<file path="src/rtl/ext_irq_pkg.sv">
package ext_irq_pkg;

  typedef enum logic {
    SENSE_EDGE_ONLY  = 1'b0,
    SENSE_EDGE_LEVEL = 1'b1
  } sense_e;

  localparam int unsigned DEF_SYNC_STAGES = 2;
  localparam int unsigned DEF_CLR_DELAY   = 9;
  localparam logic [15:0] DEF_VEC_HI      = 16'h3FFA;

endpackage

</file>
<file path="src/rtl/ext_irq_sync.sv">
module ext_irq_sync #(
  parameter int unsigned W      = 1,
  parameter int unsigned STAGES = 2
) (
  input  logic         clk,
  input  logic         rst_n,
  input  logic [W-1:0] d_n,
  output logic [W-1:0] q_n
);

  logic [W-1:0] stage_q [STAGES];

  always_ff @(posedge clk) begin
    if (!rst_n) begin
      for (int i = 0; i < int'(STAGES); i++) stage_q[i] <= '1;
    end else begin
      stage_q[0] <= d_n;
      for (int i = 1; i < int'(STAGES); i++) stage_q[i] <= stage_q[i-1];
    end
  end

  assign q_n = stage_q[STAGES-1];

endmodule

</file>
<file path="src/rtl/ext_irq_fall.sv">
module ext_irq_fall #(
  parameter int unsigned W = 1
) (
  input  logic         clk,
  input  logic         rst_n,
  input  logic [W-1:0] s_n,
  output logic [W-1:0] fall
);

  logic [W-1:0] prev_q;

  always_ff @(posedge clk) begin
    if (!rst_n) prev_q <= '1;
    else        prev_q <= s_n;
  end

  assign fall = prev_q & ~s_n;

endmodule

</file>
<file path="src/rtl/ext_irq_clr_timer.sv">
module ext_irq_clr_timer #(
  parameter int unsigned DELAY = 9,
  parameter int unsigned CW    = $clog2(DELAY + 1)
) (
  input  logic          clk,
  input  logic          rst_n,
  input  logic          start,
  input  logic          cancel,
  output logic          clr,
  output logic [CW-1:0] cnt
);

  localparam logic [CW-1:0] LOAD = CW'(DELAY);
  localparam logic [CW-1:0] ONE  = CW'(1);

  always_ff @(posedge clk) begin
    if (!rst_n)          cnt <= '0;
    else if (start)      cnt <= LOAD;
    else if (cancel)     cnt <= '0;
    else if (cnt != '0)  cnt <= cnt - ONE;
  end

  assign clr = (cnt == ONE);

endmodule

</file>
<file path="src/rtl/ext_irq_ctrl.sv">
module ext_irq_ctrl
  import ext_irq_pkg::*;
#(
  parameter int unsigned NPORT       = 4,
  parameter int unsigned AW          = 16,
  parameter int unsigned SYNC_STAGES = DEF_SYNC_STAGES,
  parameter int unsigned CLR_DELAY   = DEF_CLR_DELAY,
  parameter logic [AW-1:0] VEC_ADDR  = AW'(DEF_VEC_HI)
) (
  input  logic             clk,
  input  logic             rst_n,
  input  logic             irq_pin_n,
  input  logic [NPORT-1:0] port_n,
  input  logic             port_en,
  input  logic             level_mode,
  input  logic             imask,
  input  logic             vec_rd,
  input  logic [AW-1:0]    vec_addr,
  output logic             irq_req
);

  localparam int unsigned NSRC = NPORT + 1;
  localparam int unsigned CW   = $clog2(CLR_DELAY + 1);

  logic [NSRC-1:0] raw_n, sync_n, src_fall;
  logic            pin_s, pin_fall, port_set, set_ev;
  logic            vec_hit, clr_ev, latch_q, level_req;
  logic [CW-1:0]   cnt_q;
  sense_e          sense;

  assign raw_n = {port_n, irq_pin_n};

  ext_irq_sync #(.W(NSRC), .STAGES(SYNC_STAGES)) u_sync (
    .clk(clk), .rst_n(rst_n), .d_n(raw_n), .q_n(sync_n)
  );

  ext_irq_fall #(.W(NSRC)) u_fall (
    .clk(clk), .rst_n(rst_n), .s_n(sync_n), .fall(src_fall)
  );

  assign pin_s    = sync_n[0];
  assign pin_fall = src_fall[0];
  assign port_set = port_en & (|src_fall[NSRC-1:1]);
  assign set_ev   = pin_fall | port_set;

  assign vec_hit  = vec_rd & (vec_addr == VEC_ADDR);

  ext_irq_clr_timer #(.DELAY(CLR_DELAY), .CW(CW)) u_tmr (
    .clk(clk), .rst_n(rst_n), .start(vec_hit), .cancel(set_ev),
    .clr(clr_ev), .cnt(cnt_q)
  );

  // set has priority over the delayed clear
  always_ff @(posedge clk) begin
    if (!rst_n)      latch_q <= 1'b0;
    else if (set_ev) latch_q <= 1'b1;
    else if (clr_ev) latch_q <= 1'b0;
  end

  assign sense     = sense_e'(level_mode);
  assign level_req = (sense == SENSE_EDGE_LEVEL) ? ~pin_s : 1'b0;
  assign irq_req   = ~imask & (latch_q | level_req);

endmodule

</file>
<file path="config.mk">
export PLATFORM = sky130hd
export DESIGN_NAME = ext_irq_ctrl
export DESIGN_NICKNAME = d
export VERILOG_FILES = /design/src/rtl/ext_irq_pkg.sv /design/src/rtl/ext_irq_sync.sv /design/src/rtl/ext_irq_fall.sv /design/src/rtl/ext_irq_clr_timer.sv /design/src/rtl/ext_irq_ctrl.sv
export SDC_FILE = /design/constraint.sdc
export NUM_CORES = 1
export LEC_CHECK = 0
export BUFFER_PORTS_ARGS = -buffer_cell sky130_fd_sc_hd__buf_2
export CAP_MARGIN = 25
export CORE_MARGIN = 5
export CORE_UTILIZATION = 50
export CTS_BUF_LIST = sky130_fd_sc_hd__clkbuf_4 sky130_fd_sc_hd__clkbuf_8
export DETAILED_ROUTE_END_ITERATION = 16
export PLACE_DENSITY = 0.88
export SLEW_MARGIN = 15
export SYNTH_ARGS = -nofsm -noshare
export SYNTH_HDL_FRONTEND = slang
export SYNTH_HIERARCHICAL = 1
export SYNTH_SLANG_ARGS = --single-unit
</file>
<file path="constraint.sdc">
create_clock -name clk -period 1.9 [get_ports clk]
set_input_delay 0.19 -clock clk [delete_from_list [all_inputs] [get_ports clk]]
set_output_delay 0.19 -clock clk [all_outputs]
set_load 0.01 [all_outputs]
</file>
==> results of run 1 <==
flip-flops by register name, indices dropped and copies added (netlist names):
name            count
u_fall/prev_q       5
u_tmr/cnt           4
u_sync/stage_q     10
latch_q             1
metrics by stage:
step           util, %  total power [mW]
2_1_floorplan        -             0.707
3_3_place_gp      61.0             0.762
3_5_place_dp      61.0             0.787
4_1_cts           64.5              1.13
5_1_grt           64.5              1.18
6_report          64.5              1.12
cells in the mapped netlist (all sizes together):
master	n	share of area (%)
a211oi	1	0.94
a21oi	2	1.2
and2	1	0.78
and4bb	1	1.6
buf	5	4.7
dfxtp	20	50
ha	2	3.1
inv	3	1.4
nand2	3	1.4
nand2b	18	14
nand3	1	0.62
nand3b	2	1.9
nand4	2	1.6
nor2	3	1.4
nor2b	7	5.5
nor3	1	0.62
nor3b	1	0.94
nor4	1	0.78
nor4b	1	1.1
o211ai	1	0.94
o21a	1	0.94
o21ai	2	1.2
o41ai	1	2.0
or3b	1	1.4
final cells by class:
type	instances	area (sq um)
Sequential cell	20	400
Tap cell	16	20.0
Fill cell	121	534
Clock inverter	1	30.0
Clock buffer	3	22.5
Inverter	3	11.3
Timing Repair Buffer	27	135
Multi-Input combinational cell	53	353
worst max-delay path, delay by kind of cell (launching register included):
kind            cells  cell delay [ns]
compound gates      2             0.44
flops               1             0.31
simple gates        4             0.67
per-layer routing:
layer	vias to the layer above	global-route usage (%)	part of all wire (%)	wire, um
met4	0	6.55	2.0	29
met3	4	5.72	12	179
met1	268	12.4	37	531
met5	-	0	0	0
met2	29	20.7	49	701
li1	318	-	-	-
cells by family (layout without fill, tap and decap cells):
| family | Yosys count | in the layout | share of synthesized area (%) |
|---|---|---|---|
| flip-flops | 20 | 20 | 49.9 |
| AO/OA/AOI/OAI | 8 | 8 | 7.33 |
| adder cells (fa/ha/maj) | 2 | 2 | 3.12 |
| buffers and inverters | 8 | 34 | 6.08 |
| AND/OR/NAND/NOR | 43 | 43 | 33.5 |
cell usage in the layout, fill, tap and decap left out, types with 3 or more instances in the layout:
master    count
inv_1         3
nor2_1        3
buf_2        27
nand2b_1     18
clkbuf_4      3
nor2b_1       7
dfxtp_1      20
nand2_1       3
final timing paths:
kind / slack [ns] / startpoint / endpoint / cells past startpoint
min: 0.07 / port_n[3] / u_sync/stage_q[0][4]$_SDFF_PN1_ / 2
min reg2reg: 0.42 / u_sync/stage_q[0][4]$_SDFF_PN1_ / u_sync/stage_q[0][9]$_SDFF_PN1_ / 1
max: 0.40 / u_fall/prev_q[2]$_SDFF_PN1_ / u_tmr/cnt[3]$_SDFFE_PN0P_ / 6
max reg2reg: 0.40 / u_fall/prev_q[2]$_SDFF_PN1_ / u_tmr/cnt[3]$_SDFFE_PN0P_ / 6
power by group:
part / leakage [nW] / switching [mW] / internal [mW]
clock: 0.0279 / 0.123 / 0.213
sequential: 0.165 / 0.0400 / 0.468
combinational: 0.228 / 0.129 / 0.145
==> impl_metrics.ini, run 1 <==
[run_status]
outcome = complete, no violations

[setup_path]
critPathKind = register to register
crit_arrival_ns = 1.71
worstPathMaxFanout = 4
startpoint_type = register
crit_path_max_incr_delay_ns = 0.32
slowest_stage = o41ai_2
cp-end-kind = register
worstPathRequired_ns = 2.11
path_cells = nor2b_1, o41ai_2, nand2b_1, nor4b_1, nand2_1, o211ai_1

[floorplan]
die_w_um = 50.1
rows = 14
core-area_sq_mm = 0.00151
initial_core_util_pct = 53.2
dieArea_sq_mm = 0.00251
ios = 28
die-height_um = 50.1

[finish]
stdcell_count = 123
antennaDiodeCount = 0
stdcell_area_sq_um = 972
drive_gt1_share_pct = 31.8
areaGrowthSynthToFinish_pct = 21.2
nNetsFinal = 137

[timing]
relSlewSlack_pct = 77.5
hold_viol = 0
rsz0062_at_grt = no
period_share_pct = 79.0
fin_hold_ws_ns = 0.0666
fin_setup_tns_ns = 0
fin_skew_ns = 0.00182
drv_slew = 0
finalSetupViolations = 0
worstMarginPinSlew_ns = 0.335
min_period_ns = 1.50
worst_slack_ns = 0.399
fmax_mhz = 666

[place]
gp_congestion = 0.710
dp.cells = 119
dp_hpwl_mm = 1.14
pre_cts_ws_ns = 0.451
placed_area_sq_um = 920
numPortBuffers = 27

[power]
ir_drop_mv = 0.962
powerDensity_mw_per_mm2 = 1150
leakagePower_nw = 0.421

[detailed_routing]
wire_per_inst_um = 11.7
drt_iter0_drc = 6
drc_errors = 0
vias_per_cell = 5.03
firstDrtPassIters = 5
wirelength_mm = 1.44
postRouteAntennaNets = 0
vias = 619

[synthesis]
ys_ff_latch = 20
avgSynthCellArea_sq_um = 9.90
postSynthCellCount = 81
synthesis.area_sq_um = 802
yosysWarnings = 6
synth-seq-area-share_pct = 49.9
ys_types = 25
synth.net_count = 110

[clock_network]
post_cts_buffers = 0
clock_sinks = 20
clock_path_buffers = 2
clockRootBuffer = clkbuf_4
clk_latency_ns = 0.29
h-tree-depth = 1
clk_pin_slew_worst_paths_ns = 0.11
ctsHoldBuffers = 0
cts_buffers = 3
cts_resized = 0
cts_tree = built

[worst_hold_path]
min_path_type = input pin to register

[flow_run]
maxCapViolations = 0

[global_routing]
antenna_found_initial = 0
grt_pass1_vias = 636
grt_util_all_layers_pct = 12.3
grt_max_degree = 21
grt_pass1_wl_mm = 2.42
gr-total-overflow = 0
(Power assumes the default switching activity.)
==> inputs of run 2 (changes only) <==
==> constraint.sdc (replaced) <==
create_clock -name clk -period 1.6 [get_ports clk]
set_input_delay 0.16 -clock clk [delete_from_list [all_inputs] [get_ports clk]]
set_output_delay 0.16 -clock clk [all_outputs]
set_load 0.01 [all_outputs]
==> run 2 against run 1 <==
  * Register-to-register slack worse by 0.33 ns
  * Final area down 1.0%
  * Worst setup slack worse by 0.33 ns
  * Via count up 3.1%
  * Wire length up 1.5%
  * Hold slack worse by 0.022 ns
  * Critical endpoint is now u_tmr/cnt[1]$_SDFFE_PP0N_
  * Sequential power up 20%
  * Cell count unchanged
  * First-iteration DRC count up 67%
==> impl_metrics.ini, run 2 (synthesis gave the netlist of run 1 again) <==
[run_status]
outcome = complete, no violations

[floorplan]
core-area_sq_mm = 0.00151
die-height_um = 50.1
dieArea_sq_mm = 0.00251
initial_core_util_pct = 53.2
die_w_um = 50.1
rows = 14
ios = 28

[setup_path]
r2r_cells = 6
startpoint_type = register
critPathTopFamily = simple AND/OR/NAND/NOR gates
worstPathMaxFanout = 4
critPathKind = register to register
path_buf_inv = 0
crit_path_max_incr_delay_ns = 0.38
timing.critical_path.depth = 6
worstPathRequired_ns = 1.81
path_cells = nor2b_1, o41ai_2, nand2b_1, nor2b_1, nand2b_1, a211oi_1
crit_arrival_ns = 1.74
cp-end-kind = register
slowest_stage = o41ai_2

[global_routing]
grt_pass1_vias = 628
grt_pass1_wl_mm = 2.50
antenna_found_initial = 0
grt_max_degree = 21
gr-total-overflow = 0
grt_util_all_layers_pct = 12.9

[finish]
top_register = u_sync/stage_q
fill_cells = 132
final-seq-area_sq_um = 400
drive_gt1_share_pct = 32.7
final_common_cell = buf_2
reg.largest.list = u_sync/stage_q (10), u_fall/prev_q (5), u_tmr/cnt (4)
final_cell_mix = 27 x buf_2, 20 x dfxtp_1, 18 x nand2b_1, 7 x nor2b_1
areaGrowthSynthToFinish_pct = 20.0
stdcell_count = 123
multiInputGateArea_sq_um = 359
largest_reg_flops = 10
antennaDiodeCount = 0
nNetsFinal = 137

[timing]
fin_setup_tns_ns = 0
drv_slew = 0
hold_viol = 0
fmax_mhz = 654
min_period_ns = 1.53
fin_hold_ws_ns = 0.0446
worst_slack_ns = 0.0719
fin_skew_ns = 0.00525
worstMarginPinSlew_ns = 0.317
finalSetupViolations = 0
relSlewSlack_pct = 78.7
period_share_pct = 95.5

[clock_network]
clockRootBuffer = clkbuf_4
clock_path_buffers = 2
post_cts_buffers = 0
clk_latency_ns = 0.29
clock_sinks = 20
cts_buffers = 3
clk_pin_slew_worst_paths_ns = 0.11
h-tree-depth = 1
cts_tree = built

[place]
dp_hpwl_mm = 1.11
dp.cells = 119
pre_cts_ws_ns = 0.137
numPortBuffers = 27
gp_congestion = 0.714

[detailed_routing]
wire_per_inst_um = 11.9
postRouteAntennaNets = 0
vias_per_cell = 5.19
drt_iter0_drc = 10
wirelength_mm = 1.46
drc_errors = 0
firstDrtPassIters = 4
vias = 638

[power]
leakagePower_nw = 0.416
powerDensity_mw_per_mm2 = 1280
total_power_mw = 1.23
ir_drop_mv = 0.821

[flow_run]
maxCapViolations = 0

[worst_hold_path]
min_path_type = input pin to register
holdPathStages = 2
[run 2: changes by cell type in the layout (fill, tap and decap cells not counted)]
| cell | before | now |
|---|---|---|
| nor4b_2 | 0 | 1 |
| o21ai_1 | 1 | 2 |
| bufinv_16 | 1 | 0 |
| o21ai_0 | 1 | 0 |
| nor4b_1 | 1 | 0 |
| clkbuf_8 | 0 | 1 |
[run 2: repair_timing]
item / CTS / global route
hold buffers: 0 / 0
resized for setup: 0 / 2
setup endpoints to repair: 0 / 1
[run 2: metal layers]
layer	routed length, um	vias to the layer above	track usage, %
li1	-	317	-
met1	528	288	11.2
met2	694	27	23.2
met3	194	6	6.33
met4	46	0	7.42
met5	0	-	0
[run 2: final cells by class]
class | count | share of cell area, %
inverter | 3 | 1.17
timing repair buffer | 27 | 14.0
clock buffer | 4 | 3.77
tap | 16 | 2.08
sequential | 20 | 41.6
multi-input combinational | 53 | 37.3
[run 2: worst reg2reg max path: cells and delay by family, from the launching register on]
| kind | cells | cell delay [ns] |
|---|---|---|
| AND/OR/NAND/NOR | 4 | 0.59 |
| AO/OA/AOI/OAI | 2 | 0.57 |
| flip-flops | 1 | 0.31 |
[run 2: through the flow]
stage / utilization, % / instance area, sq um
5_1_grt: 63.9 / 962
3_5_place_dp: 61.0 / 920
4_1_cts: 63.5 / 956
3_3_place_gp: 61.0 / 920
6_report: 63.9 / 962
2_1_floorplan: - / 802
[run 2: worst paths after layout]
path	end	from	slack [ns]
worst max register to register	u_tmr/cnt[1]$_SDFFE_PP0N_	u_fall/prev_q[2]$_SDFF_PN1_	0.07
worst min-delay path	u_sync/stage_q[0][4]$_SDFF_PN1_	port_n[3]	0.04
worst min register to register	u_sync/stage_q[0][6]$_SDFF_PN1_	u_sync/stage_q[0][1]$_SDFF_PN1_	0.41
worst max-delay path	u_tmr/cnt[1]$_SDFFE_PP0N_	u_fall/prev_q[2]$_SDFF_PN1_	0.07
[run 2: where the power goes]
group | switching (mW) | internal [mW] | total [mW]
Combinational | 0.166 | 0.175 | 0.342
Clock | 0.139 | 0.139 | 0.278
Sequential | 0.0547 | 0.555 | 0.610
Total | 0.360 | 0.869 | 1.23
==> inputs of run 3 (changes only) <==
--- a/config.mk
+++ b/config.mk
@@ -12,6 +12,8 @@
 export CTS_BUF_LIST = sky130_fd_sc_hd__clkbuf_4 sky130_fd_sc_hd__clkbuf_8
 export DETAILED_ROUTE_END_ITERATION = 16
 export PLACE_DENSITY = 0.88
+export REMOVE_ABC_BUFFERS = 1
+export SKIP_CTS_REPAIR_TIMING = 1
 export SLEW_MARGIN = 15
 export SYNTH_ARGS = -nofsm -noshare
 export SYNTH_HDL_FRONTEND = slang
==> run 3 against run 2 <==
  * Clock-buffer cell count is 1 lower
  * Critical endpoint unchanged
  * Register-to-register slack barely moved
  * Die area did not move
  * Utilization rose by 2.4 points
  * Sequential share of layout area decreased by 1.5 points
  * Worst setup slack better by 0.013 ns
  * Largest power group unchanged
==> impl_metrics.ini, run 3 (synthesis gave the netlist of run 1 again) <==
[run_status]
outcome = complete, no violations

[clock_network]
clock_sinks = 20
clockRootBuffer = clkbuf_4
clock_path_buffers = 2
clk_latency_ns = 0.30
clk_pin_slew_worst_paths_ns = 0.12
cts_tree = built
cts_buffers = 3
h-tree-depth = 1

[setup_path]
cp-end-kind = register
worstPathMaxFanout = 4
crit_arrival_ns = 1.73
r2r_cells = 6
path_cells = nor2b_1, o41ai_2, nand2b_1, nor2b_1, nand2b_1, a211oi_2
startpoint_type = register
crit_path_max_incr_delay_ns = 0.34
rr_endpoint = u_tmr/cnt[1]$_SDFFE_PP0N_
worstPathRequired_ns = 1.82
rrSetupSlack_ns = 0.08
critPathKind = register to register
slowest_stage = o41ai_2
regToRegStartpoint = u_fall/prev_q[2]$_SDFF_PN1_

[floorplan]
core-area_sq_mm = 0.00151
die-height_um = 50.1
dieArea_sq_mm = 0.00251
initial_core_util_pct = 53.2
die_w_um = 50.1
rows = 14
ios = 28

[detailed_routing]
vias_per_cell = 5.10
wirelength_mm = 1.45
drc_errors = 0
postRouteAntennaNets = 0
vias = 638
drt_iter0_drc = 10
firstDrtPassIters = 4
wire_per_inst_um = 11.6

[worst_hold_path]
min_path_type = input pin to register
min-delay-start = port_n[0]
hold_end = u_sync/stage_q[0][1]$_SDFF_PN1_
holdPathStages = 2

[finish]
drive_gt1_share_pct = 34.9
reg.largest.list = u_sync/stage_q (10), u_fall/prev_q (5), u_tmr/cnt (4)
nNetsFinal = 139
stdcell_count = 125
fill_cells = 123
largest_reg_flops = 10
final-seq-area_sq_um = 400
final_util_pct = 66.3
areaGrowthSynthToFinish_pct = 24.5
final_cell_mix = 27 x buf_2, 20 x dfxtp_1, 18 x nand2b_1, 7 x nor2b_1
antennaDiodeCount = 0
multiInputGateArea_sq_um = 364
final_common_cell = buf_2
top_register = u_sync/stage_q

[global_routing]
grt_util_all_layers_pct = 12.4
antenna_found_initial = 0
grt_pass1_wl_mm = 2.39
grt_pass1_vias = 574
grt_max_degree = 17
gr-total-overflow = 0

[place]
numPortBuffers = 27
dp.cells = 120
gp_congestion = 0.747
dp_hpwl_mm = 1.10

[timing]
drv_slew = 0
finalSetupViolations = 0
rsz0062_at_grt = no
hold_viol = 0
min_period_ns = 1.52
worstMarginPinSlew_ns = 0.360
relSlewSlack_pct = 75.8
period_share_pct = 94.7
fin_hold_ws_ns = 0.0295
fmax_mhz = 660
fin_setup_tns_ns = 0
fin_skew_ns = 0.00947

[power]
ir_drop_mv = 0.924
leakagePower_nw = 0.433
powerDensity_mw_per_mm2 = 1370
total_power_mw = 1.37

[flow_run]
maxCapViolations = 0
run 3: changes by cell type in the layout (fill, tap and decap cells not counted):
cell,before,now
a211oi_1,1,0
a211oi_2,0,1
buf_4,0,2
bufinv_16,0,1
clkbuf_8,1,0
o21ai_0,0,1
o21ai_1,2,1
run 3: through the flow:
step	worst slack [ns]	instance area [sq um]
floorplan	0.270	764
global placement	0.222	927
detailed placement	0.149	927
CTS	0.101	980
global route	0.00106	998
finish	0.0845	998
run 3: area by class of cell:
| class | instances | area share (%) |
|---|---|---|
| flip-flops and latches | 20 | 40.1 |
| multi-input cells | 53 | 36.5 |
| repair buffers | 29 | 15.0 |
| clock inverters | 1 | 3.01 |
| clock buffers | 3 | 2.26 |
| well taps | 16 | 2.01 |
| inverters | 3 | 1.13 |
run 3: worst max path at each step:
stage                                     start                         to  cells past startpoint
floorplan           u_fall/prev_q[2]$_SDFF_PN1_  u_tmr/cnt[3]$_SDFFE_PN0P_                      6
global placement    u_fall/prev_q[2]$_SDFF_PN1_  u_tmr/cnt[3]$_SDFFE_PN0P_                      6
detailed placement  u_fall/prev_q[2]$_SDFF_PN1_  u_tmr/cnt[3]$_SDFFE_PN0P_                      6
CTS                 u_fall/prev_q[2]$_SDFF_PN1_  u_tmr/cnt[3]$_SDFFE_PN0P_                      6
global route        u_fall/prev_q[2]$_SDFF_PN1_  u_tmr/cnt[1]$_SDFFE_PP0N_                      6
finish              u_fall/prev_q[2]$_SDFF_PN1_  u_tmr/cnt[1]$_SDFFE_PP0N_                      6
run 3: metal layers:
metal | track usage (%) | routed length, um | up-vias
met5 | 0 | 0 | -
met4 | 7.86 | 20 | 0
met3 | 5.42 | 181 | 2
met2 | 19.2 | 679 | 26
met1 | 13.4 | 568 | 289
li1 | - | - | 321
run 3: power by group:
part	total (mW)	switching [mW]	internal [mW]	leakage (nW)
combinational	0.363	0.175	0.188	0.241
clock	0.405	0.152	0.253	0.0279
sequential	0.603	0.0482	0.555	0.165
run 3: critical path: cells and delay by family, from the launching register on:
family             cells  cell delay [ns]
DFF                    1             0.32
AOI/OAI and AO/OA      2             0.50
and+or+nand+nor        4             0.62
